File: src/rtl/sar_seq_pkg.sv
package sar_seq_pkg;

    typedef enum logic [1:0] {
        ST_IDLE  = 2'd0,
        ST_ACQ   = 2'd1,
        ST_CONV  = 2'd2,
        ST_STORE = 2'd3
    } seq_state_e;

    typedef struct packed {
        seq_state_e state;
        logic       dbl;
        logic       second;
        logic       done;
        logic       hold;
    } seq_regs_t;

endpackage

File: src/rtl/sar_slot_timer.sv
module sar_slot_timer #(
    parameter int LW = 3
) (
    input  logic          clk,
    input  logic          rst_n,
    input  logic          clr,
    input  logic          en,
    input  logic [LW-1:0] len,
    output logic          last_o
);
    logic [LW-1:0] cnt_d, cnt_q;

    always_comb begin
        last_o = en && (cnt_q == len - LW'(1));
        cnt_d  = cnt_q;
        if (clr)
            cnt_d = '0;
        else if (en)
            cnt_d = last_o ? '0 : cnt_q + LW'(1);
    end

    always_ff @(posedge clk or negedge rst_n) begin
        if (!rst_n) cnt_q <= '0;
        else        cnt_q <= cnt_d;
    end


    cnt_range_chk: assert property (@(posedge clk) disable iff (!rst_n)
        (en && !clr) |-> (cnt_q < len));

endmodule

File: src/rtl/sar_approx_reg.sv
module sar_approx_reg #(
    parameter int NBITS = 10,
    localparam int BW = $clog2(NBITS)
) (
    input  logic             clk,
    input  logic             rst_n,
    input  logic             clr,
    input  logic             init,
    input  logic             decide,
    input  logic             cmp_i,
    output logic [NBITS-1:0] code_o,
    output logic [BW-1:0]    bit_o,
    output logic             last_bit_o
);
    localparam logic [BW-1:0] TOP = BW'(NBITS - 1);

    typedef struct packed {
        logic [NBITS-1:0] sar;
        logic [BW-1:0]    idx;
    } sar_regs_t;

    sar_regs_t s_d, s_q;

    always_comb begin
        s_d = s_q;
        if (clr) begin
            s_d.sar = '0;
            s_d.idx = TOP;
        end else if (init) begin
            s_d.sar      = '0;
            s_d.sar[TOP] = 1'b1;
            s_d.idx      = TOP;
        end else if (decide) begin
            if (!cmp_i)
                s_d.sar[s_q.idx] = 1'b0;
            if (s_q.idx != '0) begin
                s_d.sar[s_q.idx - BW'(1)] = 1'b1;
                s_d.idx = s_q.idx - BW'(1);
            end
        end
    end

    always_ff @(posedge clk or negedge rst_n) begin
        if (!rst_n) s_q <= '{sar: '0, idx: TOP};
        else        s_q <= s_d;
    end

    assign code_o     = s_q.sar;
    assign bit_o      = s_q.idx;
    assign last_bit_o = (s_q.idx == '0);


    decide_step_chk: assert property (@(posedge clk) disable iff (!rst_n)
        (decide && !clr && !init && s_q.idx != '0) |=> (s_q.idx == $past(s_q.idx) - BW'(1)));

endmodule

File: src/rtl/sar_result_bank.sv
module sar_result_bank #(
    parameter int NBITS = 10
) (
    input  logic             clk,
    input  logic             rst_n,
    input  logic             wr,
    input  logic             sel,
    input  logic [NBITS-1:0] code_ob,
    output logic [NBITS-1:0] res1_o,
    output logic [NBITS-1:0] res2_o
);
    typedef struct packed {
        logic [NBITS-1:0] r1;
        logic [NBITS-1:0] r2;
    } bank_t;

    bank_t b_d, b_q;
    logic [NBITS-1:0] code_tc;

    always_comb begin
        code_tc = {~code_ob[NBITS-1], code_ob[NBITS-2:0]};
        b_d = b_q;
        if (wr) begin
            if (sel) b_d.r2 = code_tc;
            else     b_d.r1 = code_tc;
        end
    end

    always_ff @(posedge clk or negedge rst_n) begin
        if (!rst_n) b_q <= '0;
        else        b_q <= b_d;
    end

    assign res1_o = b_q.r1;
    assign res2_o = b_q.r2;


    bank_hold_chk: assert property (@(posedge clk) disable iff (!rst_n)
        !wr |=> ($stable(res1_o) && $stable(res2_o)));

endmodule

File: src/rtl/sar_conv_sequencer.sv
module sar_conv_sequencer
    import sar_seq_pkg::*;
#(
    parameter int NBITS       = 10,
    parameter int ACQ_CYC     = 4,
    parameter int MSB_SETTLE  = 2,
    parameter int MSB2_SETTLE = 2
) (
    input  logic             clk,
    input  logic             rst_n,
    input  logic             start_i,
    input  logic             dbl_i,
    input  logic             abort_i,
    input  logic             cmp_i,
    output logic [NBITS-1:0] dac_o,
    output logic             hold_o,
    output logic             busy_o,
    output logic             done_o,
    output logic [NBITS-1:0] res1_o,
    output logic [NBITS-1:0] res2_o
);
    localparam int BW      = $clog2(NBITS);
    localparam int MSB_LEN = MSB_SETTLE + 1;
    localparam int MAX_A   = (ACQ_CYC > MSB_LEN) ? ACQ_CYC : MSB_LEN;
    localparam int MAXLEN  = (MAX_A > MSB2_SETTLE) ? MAX_A : MSB2_SETTLE;
    localparam int LW      = $clog2(MAXLEN + 1);
    localparam logic [BW-1:0] TOP  = BW'(NBITS - 1);
    localparam logic [BW-1:0] NEXT = BW'(NBITS - 2);
    localparam logic [NBITS-1:0] MID = {1'b1, {(NBITS-1){1'b0}}};

    seq_regs_t r_d, r_q;

    logic          sar_clr, sar_init, sar_dec, last_bit;
    logic [BW-1:0] bit_idx;
    logic          tmr_clr, tmr_en, tmr_last;
    logic [LW-1:0] slot_len;
    logic          wr;

    always_comb begin
        case (r_q.state)
            ST_ACQ:  slot_len = LW'(ACQ_CYC);
            ST_CONV: slot_len = (bit_idx == TOP)  ? LW'(MSB_LEN) :
                                (bit_idx == NEXT) ? LW'(MSB2_SETTLE) : LW'(1);
            default: slot_len = LW'(1);
        endcase
        tmr_en = (r_q.state != ST_IDLE);
    end

    always_comb begin
        r_d      = r_q;
        r_d.done = 1'b0;
        r_d.hold = 1'b0;
        sar_clr  = 1'b0;
        sar_init = 1'b0;
        sar_dec  = 1'b0;
        tmr_clr  = 1'b0;
        wr       = 1'b0;
        if (abort_i) begin
            r_d.state = ST_IDLE;
            sar_clr   = 1'b1;
            tmr_clr   = 1'b1;
        end else if (start_i) begin
            r_d.state  = ST_ACQ;
            r_d.dbl    = dbl_i;
            r_d.second = 1'b0;
            sar_clr    = 1'b1;
            tmr_clr    = 1'b1;
        end else begin
            case (r_q.state)
                ST_IDLE: tmr_clr = 1'b1;
                ST_ACQ: if (tmr_last) begin
                    r_d.state = ST_CONV;
                    r_d.hold  = 1'b1;
                    sar_init  = 1'b1;
                end
                ST_CONV: if (tmr_last) begin
                    sar_dec = 1'b1;
                    if (last_bit) r_d.state = ST_STORE;
                end
                ST_STORE: if (tmr_last) begin
                    wr = 1'b1;
                    if (r_q.dbl && !r_q.second) begin
                        r_d.state  = ST_CONV;
                        r_d.second = 1'b1;
                        sar_init   = 1'b1;
                    end else begin
                        r_d.state = ST_IDLE;
                        r_d.done  = 1'b1;
                        sar_clr   = 1'b1;
                    end
                end
                default: r_d.state = ST_IDLE;
            endcase
        end
    end

    always_ff @(posedge clk or negedge rst_n) begin
        if (!rst_n) r_q <= '{state: ST_IDLE, dbl: 1'b0, second: 1'b0, done: 1'b0, hold: 1'b0};
        else        r_q <= r_d;
    end

    sar_slot_timer #(.LW(LW)) u_timer (
        .clk(clk), .rst_n(rst_n), .clr(tmr_clr), .en(tmr_en),
        .len(slot_len), .last_o(tmr_last)
    );

    sar_approx_reg #(.NBITS(NBITS)) u_sar (
        .clk(clk), .rst_n(rst_n), .clr(sar_clr), .init(sar_init),
        .decide(sar_dec), .cmp_i(cmp_i), .code_o(dac_o),
        .bit_o(bit_idx), .last_bit_o(last_bit)
    );

    sar_result_bank #(.NBITS(NBITS)) u_bank (
        .clk(clk), .rst_n(rst_n), .wr(wr), .sel(r_q.second),
        .code_ob(dac_o), .res1_o(res1_o), .res2_o(res2_o)
    );

    assign busy_o = (r_q.state != ST_IDLE);
    assign done_o = r_q.done;
    assign hold_o = r_q.hold;


    hold_one_chk: assert property (@(posedge clk) disable iff (!rst_n)
        hold_o |=> !hold_o);

    hold_mid_chk: assert property (@(posedge clk) disable iff (!rst_n)
        hold_o |-> (dac_o == MID));

    done_pulse_chk: assert property (@(posedge clk) disable iff (!rst_n)
        done_o |=> !done_o);

    done_idle_chk: assert property (@(posedge clk) disable iff (!rst_n)
        done_o |-> !busy_o);

    abort_idle_chk: assert property (@(posedge clk) disable iff (!rst_n)
        abort_i |=> (!busy_o && !done_o));

endmodule

File: config.mk
export PLATFORM = sky130hd
export DESIGN_NAME = sar_conv_sequencer
export DESIGN_NICKNAME = d
export VERILOG_FILES = /design/src/rtl/sar_seq_pkg.sv /design/src/rtl/sar_slot_timer.sv /design/src/rtl/sar_approx_reg.sv /design/src/rtl/sar_result_bank.sv /design/src/rtl/sar_conv_sequencer.sv
export SDC_FILE = /design/constraint.sdc
export NUM_CORES = 1
export LEC_CHECK = 0
export BUFFER_PORTS_ARGS = -buffer_cell sky130_fd_sc_hd__buf_2
export CORE_UTILIZATION = 60
export CTS_CLUSTER_SIZE = 30
export DETAILED_ROUTE_END_ITERATION = 7
export PLACE_DENSITY = 0.91
export SLEW_MARGIN = 10
export SYNTH_ARGS = -nofsm -noshare
export SYNTH_HDL_FRONTEND = slang
export SYNTH_SLANG_ARGS = --single-unit
export TNS_END_PERCENT = 30
File: constraint.sdc
create_clock -name clk -period 5.4 [get_ports clk]
set_input_delay 0.54 -clock clk [delete_from_list [all_inputs] [get_ports clk]]
set_output_delay 0.54 -clock clk [all_outputs]
set_load 0.02 [all_outputs]
# Yosys cells after proc, flatten, opt, wreduce, memory -nomap -nowiden
# Cells that the tools add are included.
[word_totals]
register_bits = 43
in_bits = 6
output_inout_bits = 33
word_cells = 108
[classes]
n_addsub = 3
n_lt_le_gt_ge = 4
eq_ne = 10
muxes = 53
bitwise = 6
n_reduce_logical = 22
[ops]
columns = ["cell", "n"]
rows = [
  ["two-way mux 14 bit", 4],
  ["two-way mux 10 bit", 4],
  ["two-way mux 2 bit", 13],
  ["two-way mux 1 bit", 24],
  ["!= test 4 bit (second input constant)", 4],
  ["bitwise AND 10 bit", 1],
  ["less-than comparator 4 x 5 -> 1 bit (second input constant)", 2],
  ["inverter 10 bit", 1],
  ["OR 10 bit", 1],
  ["nonzero test 2 bit", 5],
  ["two-way mux 3 bit", 3],
  ["demux 1 bit (select 4 bit)", 2],
  ["equality test 4 bit (second input constant)", 2],
  ["greater-or-equal comparator 4 x 1 -> 1 bit (second input constant)", 2],
  ["AND reduction 2 bit", 4],
  ["one-hot mux 2 bit (3 select lines)", 1],
  ["one-hot mux 3 bit (2 select lines)", 1],
  ["nonzero test 3 bit", 2],
  ["AND reduction 5 bit", 1],
  ["nonzero test 5 bit", 1],
  ["equality test 2 bit (second input constant)", 2],
  ["logical AND 1 bit", 4],
  ["logical NOT 4 bit", 1],
  ["AND reduction 4 bit", 1],
  ["other kinds (10)", 12],
]

# Logic depth before layout (Yosys ltp)
[logic_depth]
depth_word = 19
ltp_mapped = 7
ltp_nobuf = 5

# Modules after synthesis
# Synthesis repeated with hierarchy kept, for this count alone.
[unflattened]
cells_unflattened = 198
area_unflattened_um2 = 2296.0
[modules_own_cells]
columns = ["module", "n_inst", "cells_each", "area_each_um2", "seq_area_each_um2"]
rows = [
  ["sar_approx_reg", 1, 77, 794.5, 352.8],
  ["sar_result_bank", 1, 46, 783.3, 500.5],
  ["sar_conv_sequencer", 1, 48, 456.7, 150.1],
  ["sar_slot_timer", 1, 27, 261.5, 75.1],
]

# Least setup slack after synthesis
# OpenSTA, ideal clock, no wires.
[synth_timing]
path_kind = "input to register"
startpoint = "in start_i"
endpoint = "reg u_bank.b_q (netlist bit u_bank.res1_o[0])"
setup_ns = 0.125
t_arrival_ns = 2.012
t_required_ns = 5.275
path_slack_ns = 3.263
path_stages = 5
path_buffers = 1
cell_sequence = "or2_1 > clkbuf_1 > or4_1 > nor2_4 > mux2_2"
[synth_via]
elab_chain_cells = 3
[synth_lines]
columns = ["element", "line_no", "source"]
rows = [
  ["from (decl)", "sar_conv_sequencer.sv:11", "input logic start_i,"],
  ["two-way mux 1 bit", "sar_conv_sequencer.sv:62", "end else if (start_i) begin"],
  ["two-way mux 1 bit", "sar_conv_sequencer.sv:58", "if (abort_i) begin"],
  ["AND reduction 2 bit (no source line)", "--", ""],
  ["to (signal assigned)", "sar_result_bank.sv:30", "if (!rst_n) b_q <= '0;"],
  ["to (signal assigned)", "sar_result_bank.sv:31", "else b_q <= b_d;"],
  ["to (decl)", "sar_result_bank.sv:17", "bank_t b_d, b_q;"],
]
# Every way passes these cells.
# A chain may end at the register's enable or synchronous reset.

# Final worst setup path
[layout_timing]
startpoint = "reg u_sar.s_q (netlist bit u_sar.bit_o[1])"
endpoint = "reg u_sar.s_q (netlist bit u_sar.code_o[0])"
[layout_via]
elab_chain_cells = 15
word_cells_on_any_way = 44
cone_classes = "add/sub (2); order compare (4); eq/ne (3); mux (27); bitwise (3); reduce/logical (5)"
[layout_lines]
columns = ["element", "line_no", "source"]
rows = [
  ["from (decl)", "sar_approx_reg.sv:22", "sar_regs_t s_d, s_q;"],
  ["from (signal assigned)", "sar_approx_reg.sv:44", "if (!rst_n) s_q <= '{sar: '0, idx: TOP};"],
  ["less-than comparator 4 x 5 -> 1 bit (not written as such) / greater-or-equal comparator 4 x 1 -> 1 bit (equally long branches)", "sar_approx_reg.sv:35", "s_d.sar[s_q.idx] = 1'b0;"],
  ["logical AND 1 bit (not written as such)", "sar_approx_reg.sv:35", ""],
  ["two-way mux 1 bit (not written as such)", "sar_approx_reg.sv:35", ""],
  ["demux 1 bit (select 4 bit)", "--", ""],
  ["inverter 10 bit (no source line)", "--", ""],
  ["bitwise AND 10 bit (no source line)", "--", ""],
  ["two-way mux 10 bit", "sar_approx_reg.sv:34", "if (!cmp_i)"],
  ["two-way mux 10 bit", "sar_approx_reg.sv:33", "end else if (decide) begin"],
  ["two-way mux 10 bit", "sar_approx_reg.sv:29", "end else if (init) begin"],
  ["two-way mux 10 bit", "sar_approx_reg.sv:26", "if (clr) begin"],
  ["OR 10 bit (no source line)", "--", ""],
  ["two-way mux 14 bit", "sar_approx_reg.sv:36", "if (s_q.idx != '0) begin"],
  ["two-way mux 14 bit", "sar_approx_reg.sv:33", ""],
  ["two-way mux 14 bit", "sar_approx_reg.sv:29", ""],
  ["two-way mux 14 bit", "sar_approx_reg.sv:26", ""],
]
# Several ways; a longest one is shown, not always the timed one. The select of a mux whose other input is x is not followed.

==> load_flow_metrics.sql <==
INSERT INTO impl_metrics (metric_group, metric, value, unit) VALUES
('pwr', 'p_leak', '0.00120', 'uW'),
('route', 'drt-total-wl', '4.59', 'mm'),
('grt', 'grt_remaining_overflow', '0', ''),
('placed_design', 'placed_cells', '284', ''),
('setup_path', 'criticalPathCategory', 'flop to flop', ''),
('logic_synthesis', 'synth.yosys.seq_area_share', '47.0', '%'),
('route', 'detail_route.vias_per_cell', '6.03', ''),
('logic_synthesis', 'synthArstFlopShare', '100', '%'),
('setup_path', 'cp_slowest_cell', 'sky130_fd_sc_hd__nor4b_1', ''),
('finish', 'ant_cells', '0', ''),
('placed_design', 'routability_cong', '0.916', ''),
('pwr', 'power.density_cell_area', '240', 'nW/um2'),
('route', 'antenna_violating_nets_post_route', '0', ''),
('pwr', 'worst_ir_drop_vdd', '0.257', 'mV'),
('setup_path', 'critical_path.reg2reg.endpoint', 'u_sar.code_o[0]$_DFFE_PN0P_', ''),
('logic_synthesis', 'synth-warning-count', '0', ''),
('floorplan', 'floorplan.die_area', '4080', 'um2'),
('placed_design', 'port-buffer-count', '38', ''),
('outcome', 'outcome', 'finished, final reports clean', ''),
('sta', 'maxSlewHeadroom', '38.0', '%'),
('sta', 'fmax', '0.373', 'GHz'),
('clock_network', 'post_cts.repair.setup_buffers', '0', ''),
('sta', 'period_share', '49.7', '%'),
('sta', 'totalNegativeSetupSlack', '0', 'ns'),
('clock_network', 'ctsHtreeMaxLevel', '2', ''),
('logic_synthesis', 'netlist_area', '2290', 'um2'),
('sta', 'max_slew.worst_pin.slew', '0.924', 'ns'),
('clock_network', 'numCtsBuffers', '5', ''),
('logic_synthesis', 'number_of_standard_cells_after_synthesis', '218', ''),
('min_path', 'hold_path_class', 'input port to async pin', ''),
('logic_synthesis', 'synth.area.top_cells', 'sky130_fd_sc_hd__dfrtp_1 45%, sky130_fd_sc_hd__mux2_2 8.3%, sky130_fd_sc_hd__buf_4 2.9%', ''),
('clock_network', 'cts.path.max_buffers', '2', ''),
('clock_network', 'clk_pin_slew_worst_paths', '0.09', 'ns'),
('clock_network', 'hold_buffers', '0', ''),
('clock_network', 'clkLatencyLatePin', '0.30', 'ns'),
('finish', 'final-instance-count-excl-fill', '292', ''),
('grt', 'first_global_vias', '1630', ''),
('sta', 'setup_viol', '0', ''),
('pwr', 'totalPowerFinal', '611', 'uW'),
('placed_design', 'hpwl', '3.22', 'mm'),
('logic_synthesis', 'synthTopCellsByCount', '41 x sky130_fd_sc_hd__dfrtp_1, 17 x sky130_fd_sc_hd__mux2_2, 14 x sky130_fd_sc_hd__nor2_1', ''),
('floorplan', 'initial_utilization', '62.7', '%'),
('setup_path', 'crit_arrival', '2.88', 'ns'),
('clock_network', 'ctsResizeCount', '0', ''),
('clock_network', 'clockRootBuffer', 'sky130_fd_sc_hd__clkbuf_8', ''),
('logic_synthesis', 'post-synth-top-area-cell', 'sky130_fd_sc_hd__dfrtp_1', ''),
('sta', 'finalHoldViolations', '0', ''),
('flow_run', 'maxCapViolations', '0', ''),
('sta', 'rsz_0062_raised_after_global_routing', 'no', ''),
('setup_path', 'end_kind', 'flop', ''),
('grt', 'grt_start_max_net_pins', '44', ''),
('grt', 'grt_pass1_wl', '7.89', 'mm'),
('floorplan', 'core_region_area', '3660', 'um2'),
('sta', 'fin_worst_skew', '0.0106', 'ns'),
('setup_path', 'worstPathCellList', 'nor4b_1 -> xnor2_1 -> nand2_1 -> or4_1 -> a32o_1', ''),
('floorplan', 'floorplan.io_pins', '39', ''),
('finish', 'layout.nets', '250', ''),
('logic_synthesis', 'synth_ff_type', 'sky130_fd_sc_hd__dfrtp_1', ''),
('route', 'dr_total_vias', '1761', ''),
('logic_synthesis', 'number_of_synthesized_flops_with_an_enable_pin', '0', ''),
('logic_synthesis', 'synth.most_common_cell', 'sky130_fd_sc_hd__dfrtp_1', ''),
('logic_synthesis', 'synth_nets', '225', ''),
('clock_network', 'cts_tree', 'done', ''),
('logic_synthesis', 'yosysUniqueCellTypes', '54', ''),
('logic_synthesis', 'synth_seq_cells', '43', ''),
('logic_synthesis', 'synth_largest_type_area_fraction', '44.7', '%'),
('logic_synthesis', 'synth_area_per_cell', '10.5', 'um2'),
('setup_path', 'max_fanout_on_critical_path', '16', ''),
('floorplan', 'die-height', '63.8', 'um'),
('route', 'post_route_drc', '0', ''),
('setup_path', 'critical_path.startpoint_type', 'flop', '');
==> registers in the layout (all words and copies together), names as in the netlist <==
| register | cells |
|---|---|
| u_bank.res1_o | 10 |
| u_bank.res2_o | 10 |
| u_sar.code_o | 10 |
| r_q | 4 |
| u_sar.bit_o | 4 |
| u_timer.cnt_q | 3 |
| done_o | 1 |
| hold_o | 1 |
==> critical path: cells and delay by family (launching register included) <==
| kind | cells | cell delay [ns] |
|---|---|---|
| AOI/OAI and AO/OA | 1 | 0.27 |
| xor gates and xnor gates | 1 | 0.21 |
| DFF | 1 | 0.55 |
| and+or+nand+nor | 3 | 1.56 |
==> layer usage <==
layer	vias up	global-route usage, %	part of all wire (%)
li1	842	-	-
met1	858	36.3	44
met2	57	39.4	49
met3	4	5.36	5.7
met4	0	6.82	0.96
met5	-	0	0
==> power by group <==
part / total [uW] / switching [uW] / leakage (uW) / internal (uW)
registers: 327 / 3.52 / 0.000580 / 324
clock network: 248 / 110 / 0.0000581 / 138
logic: 35.9 / 25.2 / 0.000565 / 10.7
==> per-stage QoR <==
step	hold slack (ns)	area [um2]	util, %
global placement	0.484	2430	66.4
detailed placement	0.489	2430	66.4
global route	0.443	2540	69.5
finish	0.357	2540	69.5
CTS	0.403	2540	69.5
floorplan	0.244	2290	-
==> cell usage in the layout, fill, tap and decap left out, types with 2 or more instances in the layout <==
master	count
sky130_fd_sc_hd__mux2i_1	3
sky130_fd_sc_hd__buf_2	38
sky130_fd_sc_hd__mux2_2	17
sky130_fd_sc_hd__o22ai_1	2
sky130_fd_sc_hd__dfrtp_1	41
sky130_fd_sc_hd__dfstp_2	2
sky130_fd_sc_hd__clkbuf_8	5
sky130_fd_sc_hd__a21oi_1	10
sky130_fd_sc_hd__nor3_1	4
sky130_fd_sc_hd__o31ai_1	2
sky130_fd_sc_hd__o21ai_0	7
sky130_fd_sc_hd__xnor2_1	3
sky130_fd_sc_hd__or4_1	4
sky130_fd_sc_hd__o41ai_1	3
sky130_fd_sc_hd__inv_1	7
sky130_fd_sc_hd__nor2b_1	7
sky130_fd_sc_hd__mux2_4	2
sky130_fd_sc_hd__and3_1	2
sky130_fd_sc_hd__or3_1	3
sky130_fd_sc_hd__nor4b_1	2
sky130_fd_sc_hd__nand2_1	13
sky130_fd_sc_hd__a31oi_1	3
sky130_fd_sc_hd__nand3_1	4
sky130_fd_sc_hd__nor4_1	4
sky130_fd_sc_hd__a32o_1	3
sky130_fd_sc_hd__nand4_1	5
sky130_fd_sc_hd__nand2b_1	6
sky130_fd_sc_hd__nor2_1	14
==> logic make-up (layout without fill, tap and decap cells) <==
group / count (synthesis) / after routing / share of synthesized area (%)
and+or+nand+nor: 82 / 82 / 21.5
muxes: 22 / 22 / 11.0
buffers and inverters: 27 / 53 / 6.11
DFF: 43 / 43 / 47.0
AOI/OAI and AO/OA: 40 / 40 / 12.8
xor gates and xnor gates: 3 / 3 / 1.15
adders and majority gates: 1 / 1 / 0.545
==> layout make-up <==
type                       instances  area share (%)
sequential                        43            42.4
timing repair buffer              38            7.48
clock buffer                       5            2.71
tap                               48            2.36
clock inverter                     3            1.72
inverter                           7            1.03
multi-input combinational        148            42.3
==> how the worst max path moves through the flow <==
stage | startpoint | end
after detailed placement | u_sar.bit_o[1]$_DFFE_PN0P_ | u_sar.code_o[0]$_DFFE_PN0P_
after global placement | u_sar.bit_o[1]$_DFFE_PN0P_ | u_sar.code_o[0]$_DFFE_PN0P_
after global routing | u_sar.bit_o[1]$_DFFE_PN0P_ | u_sar.code_o[0]$_DFFE_PN0P_
final | u_sar.bit_o[1]$_DFFE_PN0P_ | u_sar.code_o[0]$_DFFE_PN0P_
after floorplan | start_i | u_bank.res1_o[0]$_DFFE_PN0P_
after CTS | u_sar.bit_o[1]$_DFFE_PN0P_ | u_sar.code_o[0]$_DFFE_PN0P_
No activity file was read; power rests on OpenSTA's default activity.
